[src/rtl/timer_tick_gen.sv]
module timer_tick_gen #(
  parameter int NUM_CH   = 5,
  parameter int PRE_W    = 8,
  parameter int SEL_W    = 4,
  parameter int MAX_LOG2 = 4,
  parameter int DIV_BASE = 1,
  parameter int GRP0_CH  = 2,
  parameter int ADDR_W   = 4,
  parameter int DATA_W   = 32
) (
  input  logic              clk,
  input  logic              rst_n,
  input  logic              wr_en,
  input  logic [ADDR_W-1:0] addr,
  input  logic [DATA_W-1:0] wdata,
  output logic [DATA_W-1:0] rdata,
  output logic [NUM_CH-1:0] tick
);

  localparam int CFG0_W = 2 * PRE_W;
  localparam int CFG1_W = NUM_CH * SEL_W;
  localparam int LG_W   = SEL_W + 1;

  logic [CFG0_W-1:0] cfg0;
  logic [CFG1_W-1:0] cfg1;
  logic [PRE_W-1:0]  pcnt [2];
  logic [1:0]        pre_hit;

  wire wr0     = wr_en && (addr == ADDR_W'(0));
  wire wr1     = wr_en && (addr == ADDR_W'(4));
  wire restart = wr0 || wr1;

  logic unused_wdata;
  assign unused_wdata = &{1'b0, wdata[DATA_W-1:CFG1_W]};

  always_ff @(posedge clk) begin
    if (!rst_n) begin
      cfg0 <= '0;
      cfg1 <= '0;
    end else begin
      if (wr0) cfg0 <= wdata[CFG0_W-1:0];
      if (wr1) cfg1 <= wdata[CFG1_W-1:0];
    end
  end

  assign rdata = (addr == ADDR_W'(0)) ? DATA_W'(cfg0) :
                 (addr == ADDR_W'(4)) ? DATA_W'(cfg1) : '0;

  for (genvar p = 0; p < 2; p++) begin : g_pre
    wire [PRE_W-1:0] lim = cfg0[p*PRE_W +: PRE_W];

    assign pre_hit[p] = !restart && (pcnt[p] == lim);

    always_ff @(posedge clk) begin
      if (!rst_n || restart || pre_hit[p]) pcnt[p] <= '0;
      else                                 pcnt[p] <= pcnt[p] + 1'b1;
    end


    presc_bound_chk: assert property (@(posedge clk) disable iff (!rst_n)
      pcnt[p] <= lim);
  end

  for (genvar c = 0; c < NUM_CH; c++) begin : g_ch
    localparam int GRP = (c < GRP0_CH) ? 0 : 1;

    logic [MAX_LOG2-1:0] dcnt;
    logic [MAX_LOG2-1:0] mask;
    wire  [SEL_W-1:0]    sel = cfg1[c*SEL_W +: SEL_W];
    wire  [LG_W-1:0]     lg  = {1'b0, sel} + LG_W'(DIV_BASE);

    assign mask = (lg >= LG_W'(MAX_LOG2)) ? {MAX_LOG2{1'b1}}
                                          : MAX_LOG2'((1 << lg) - 1);

    wire ch_hit = pre_hit[GRP] && ((dcnt & mask) == mask);

    always_ff @(posedge clk) begin
      if (!rst_n || restart) dcnt <= '0;
      else if (pre_hit[GRP]) dcnt <= dcnt + 1'b1;
    end

    always_ff @(posedge clk) begin
      if (!rst_n) tick[c] <= 1'b0;
      else        tick[c] <= ch_hit;
    end


    tick_pulse_chk: assert property (@(posedge clk) disable iff (!rst_n)
      tick[c] |=> !tick[c]);


    tick_source_chk: assert property (@(posedge clk) disable iff (!rst_n)
      tick[c] |-> $past(pre_hit[GRP]));
  end


  restart_quiet_chk: assert property (@(posedge clk) disable iff (!rst_n)
    restart |=> (tick == '0));


  stray_write_chk: assert property (@(posedge clk) disable iff (!rst_n)
    (wr_en && !restart) |=> ($stable(cfg0) && $stable(cfg1)));

endmodule

[config.mk]
export PLATFORM = sky130hd
export DESIGN_NAME = timer_tick_gen
export DESIGN_NICKNAME = d
export VERILOG_FILES = /design/src/rtl/timer_tick_gen.sv
export SDC_FILE = /design/constraint.sdc
export NUM_CORES = 1
export LEC_CHECK = 0
export ABC_AREA = 1
export ABC_CLOCK_PERIOD_IN_PS = 5200
export BUFFER_PORTS_ARGS = -buffer_cell sky130_fd_sc_hd__buf_4
export CORE_MARGIN = 3
export CORE_UTILIZATION = 40
export DETAILED_ROUTE_END_ITERATION = 8
export GPL_TIMING_DRIVEN = 0
export SLEW_MARGIN = 20
export SYNTH_ARGS = -nofsm -noshare
export SYNTH_HDL_FRONTEND = slang
export SYNTH_SLANG_ARGS = --single-unit
[constraint.sdc]
create_clock -name clk -period 5.2 [get_ports clk]
set_input_delay 0.52 -clock clk [delete_from_list [all_inputs] [get_ports clk]]
set_output_delay 0.52 -clock clk [all_outputs]
set_load 0.01 [all_outputs]
### Word-level counts from Yosys, hierarchy flattened

Memory sizes are Yosys's and may differ from the RTL's.
Index checks and enable logic that the tools add are counted.

| cells by class | value |
|---|---|
| $lt $le $gt $ge | 5 |
| bitwise gates (word level) | 7 |
| equality and inequality tests | 8 |
| reduce and logical (&&, ||, !) cells | 16 |
| muxes and demuxes | 15 |
| shift-type cells | 5 |
| $add $sub $neg | 17 |

Operator list:

| operator | count |
|---|---|
| $mux W20 | 2 |
| $add A4 B1 Y5 const B | 5 |
| $ge A5 B3 Y1 const B | 5 |
| $shl A1 B5 Y4 const A | 5 |
| $add A4 B1 Y4 const B | 5 |
| $and A4 B4 Y4 | 5 |
| $eq A4 B4 Y1 | 5 |
| $mux W4 | 5 |
| $sub A4 B2 Y4 const B | 5 |
| $add A8 B1 Y8 const B | 2 |
| $eq A8 B8 Y1 | 2 |
| $mux W8 | 2 |
| $logic_and A1 B1 Y1 | 9 |
| $mux W1 | 6 |
| $eq A4 B3 Y1 const B | 1 |
| $logic_not A4 Y1 | 1 |
| $logic_or A1 B1 Y1 | 4 |
| $logic_not A1 Y1 | 2 |
| $or A1 B1 Y1 | 2 |

| storage, ports and cells | value |
|---|---|
| bits of input ports | 39 |
| flip-flop bits (word level) | 61 |
| bits in writable memories | 16 |
| logic and storage cells | 86 |
| memories kept | 1 |

Memory list:

| memory | depth | width | rd ports | clocked after memory_dff | wr ports | line | RTL |
|---|---|---|---|---|---|---|---|
| pcnt | 2 | 8 | 2 | 0 | 2 | 26 | `logic [PRE_W-1:0] pcnt [2];` |

### Depth between registers and ports, before layout

| logic depth | value |
|---|---|
| word-level depth | 9 |
| mapped depth | 15 |
| gate-level depth less buffers | 15 |

### Worst setup path after synthesis

OpenSTA, ideal clock, no wires.

| timing path | value |
|---|---|
| kind | in2out |
| start point | in addr[1] |
| end point | out rdata[10] |
| path buffers | 1 |
| stages on the path | 6 |
| data arrival time | 1,401 ps |
| setup slack | 3,279 ps |
| data required time | 4,680 ps |
| cells stage by stage | nor2_1 -> nand2_1 -> nor2_1 -> inv_1 -> clkbuf_1 -> o22ai_1 |

| on the way | value |
|---|---|
| cells in the longest elaborated chain, start to end | 3 |
| elaborated cells on any way between the ends | 4 |

Ends and longest elaborated chain:

| what | line | RTL |
|---|---|---|
| start: declaration | 14 | `input logic [ADDR_W-1:0] addr,` |
| $eq A4 B3 Y1 | 47 | `(addr == ADDR_W'(4)) ? DATA_W'(cfg1) : '0;` |
| $mux W20 | 47 |  |
| $mux W20 (*) | 46 | `assign rdata = (addr == ADDR_W'(0)) ? DATA_W'(cfg0) :` |
| end: declaration | 16 | `output logic [DATA_W-1:0] rdata,` |

Mark *: on every way between the ends. The rest lies on a longest branch, timed or not.

### Final worst setup path

| timing path | value |
|---|---|
| start point | in addr[1] |
| end point | out rdata[6] |

Same word-level chain as after synthesis.

==> impl_metrics.json <==
{
  "grt_pass1_vias": 3603,
  "maxCapViolCount": 0,
  "required_ns": 4.68,
  "start_kind": "primary input",
  "die_h_um": 108,
  "ys_ff_latch": 77,
  "synth_enable_flop_cells": 0,
  "cts_root_buffer": "clkbuf_8",
  "timing.final.crit_share_pct": 47.2,
  "setup_viol": 0,
  "wl_met1_um": 4730,
  "synthTopCellsByCount": "nand2_1, dfxtp_1, inv_1",
  "netlist.area_leader.share_pct": 36.7,
  "cts_resized": 0,
  "period_minus_slack_ns": 2.46,
  "diodes": 0,
  "grt_max_degree": 14,
  "grt_setup_unrepaired": "false",
  "syn_inst": 590,
  "cts_buffers": 9,
  "end_kind": "primary output",
  "place_hpwl_um": 7900,
  "globalplace.congestion": 0.876,
  "final_antenna_net_count": 0,
  "initial_core_util_pct": 42.0,
  "drv_slew": 0,
  "die_w_um": 108,
  "drt-initial-drc-count": 141,
  "synthTopCellsByArea": "dfxtp_1, nand2_1, a21oi_1, inv_1, ha_1",
  "wl_met3_um": 597,
  "layout-drive-gt1-share_pct": 14.5,
  "worstPathArrival_ns": 1.94,
  "power_density_mw_per_mm2": 292,
  "grt_pass1_wl_um": 16800,
  "hold_violations": 0,
  "p_leak_nw": 2.23,
  "cts_sinks": 77,
  "crit_path_max_fanout": 10,
  "clkLatencyLatePin_ns": 0.36,
  "numPortBuffers": 51,
  "yosysMostFrequentCell": "nand2_1",
  "syn_area_mm2": 0.00420,
  "max_freq_ghz": 0.407,
  "worstHoldPathType": "primary input to flip-flop",
  "seq_area_frac_synth_pct": 36.7,
  "synthDistinctLibCells": 33,
  "cts.htree.levels": 3,
  "die-area_mm2": 0.0118,
  "hold_buffers": 0,
  "synth.avg_cell_area_um2": 7.11,
  "ir_drop_mv": 0.139,
  "vias": 3887,
  "avgViaCountPerCell": 4.86,
  "boundaryPins": 76,
  "clk_pin_slew_ns": 0.09,
  "setup_tns_ns": 0,
  "yosysWarnings": 0,
  "tightest_slew_ns": 0.549,
  "top_layer": "met4",
  "synth_ff_type": "dfxtp_1",
  "finalNetCount": 724,
  "globalRoute.totalOverflow": 0,
  "place_inst": 785,
  "outcome": "finished clean",
  "antenna_found_initial": 0,
  "wl_per_cell_um": 12.9,
  "crit_type": "primary input to primary output",
  "dr.pass1.iters": 4,
  "core.rowCount": 36,
  "drt-total-wl_um": 10300,
  "relSlewSlack_pct": 63.4,
  "async_flop_share_pct": 0,
  "grt_usage_pct": 18.1,
  "drc": 0,
  "wl_met2_um": 4950,
  "core-area_mm2": 0.0100,
  "cts_buffer_depth": 2,
  "syn_to_final_growth_pct": 18.6,
  "synth_top_area_cell": "dfxtp_1",
  "instances_no_fill": 800,
  "cts_tree": "built",
  "post_cts.repair.setup_buffers": 0,
  "clock_skew_ns": 0.0115
}
worst paths after layout:
kind	from	endpoint	slack, ns	depth (start not counted)
max	addr[1]	rdata[6]	2.74	8
min	wdata[3]	cfg0[3]	0.45	3
max reg2reg	cfg1[4]	tick[1]	3.04	13
min reg2reg	g_ch[4].dcnt[3]	g_ch[4].dcnt[3]	0.47	2
where the power goes:
group	internal, mW	switching, mW	leakage [nW]	total [mW]
registers	0.643	0.0542	0.626	0.697
clock network	0.218	0.235	0.0833	0.453
logic	0.124	0.177	1.52	0.301
sequential cells by signal, summed over array words and instances (netlist names):
signal	cells
cfg1	20
g_ch.dcnt	20
cfg0	16
pcnt	16
tick	5
worst max-delay path, stage by stage:
cell      delay (ns)
buf_4           0.11
nor2_1          0.18
nand2_1         0.10
nor2_1          0.13
inv_1           0.13
clkbuf_1        0.27
o22ai_1         0.31
buf_4           0.18
cells in the final DEF (no fill, tap or decap), drive strengths merged:
cell type  count
or2            2
bufinv         1
nand3         41
o22ai         16
nand2        110
conb          12
xor2          18
o21bai         2
ha            22
buf           64
nor2          63
nor3           4
dfxtp         77
o21ai         48
nor3b          3
clkbuf        24
inv           77
clkinv         1
a211oi         1
clkinvlp       4
nand4          4
xnor2         10
a21oi         62
a31oi          1
layer usage:
metal,vias to the layer above,GRT usage [%]
li1,2033,-
met1,1754,23.1
met2,93,30.5
met3,7,4.66
met4,0,4.51
met5,-,0
area by class of cell:
| class | instances | area (um^2) |
|---|---|---|
| buffer | 28 | 168 |
| clock buffer | 9 | 124 |
| clock inverter | 6 | 65.1 |
| fill | 1032 | 5020 |
| inverter | 77 | 289 |
| multi-input combinational | 419 | 2240 |
| sequential | 77 | 1540 |
| tap | 133 | 166 |
| timing repair buffer | 51 | 383 |
cells by family (layout without fill, tap and decap cells):
| kind of cell | after synthesis | in the layout | share of synthesized area (%) |
|---|---|---|---|
| buf+inv | 105 | 171 | 10.9 |
| flops | 77 | 77 | 36.7 |
| simple gates | 227 | 227 | 23.7 |
| xor+xnor | 28 | 28 | 5.84 |
| fa+ha+maj | 22 | 22 | 6.56 |
| compound gates | 130 | 130 | 16.2 |
| other cells | 1 | 12 | 0.0893 |
through the flow:
step	setup slack (ns)	power [mW]	utilization, %	instance area (um^2)	hold slack [ns]
after global placement	2.81	1.00	47.9	4790	0.452
after floorplan	3.28	0.917	-	4240	0.438
final	2.74	1.45	49.8	4980	0.450
after CTS	2.81	1.47	49.8	4980	0.429
after detailed placement	2.82	1.01	47.9	4790	0.463
after global routing	2.65	1.54	49.8	4980	0.449
Note: power is estimated with default switching activity, not from simulation.
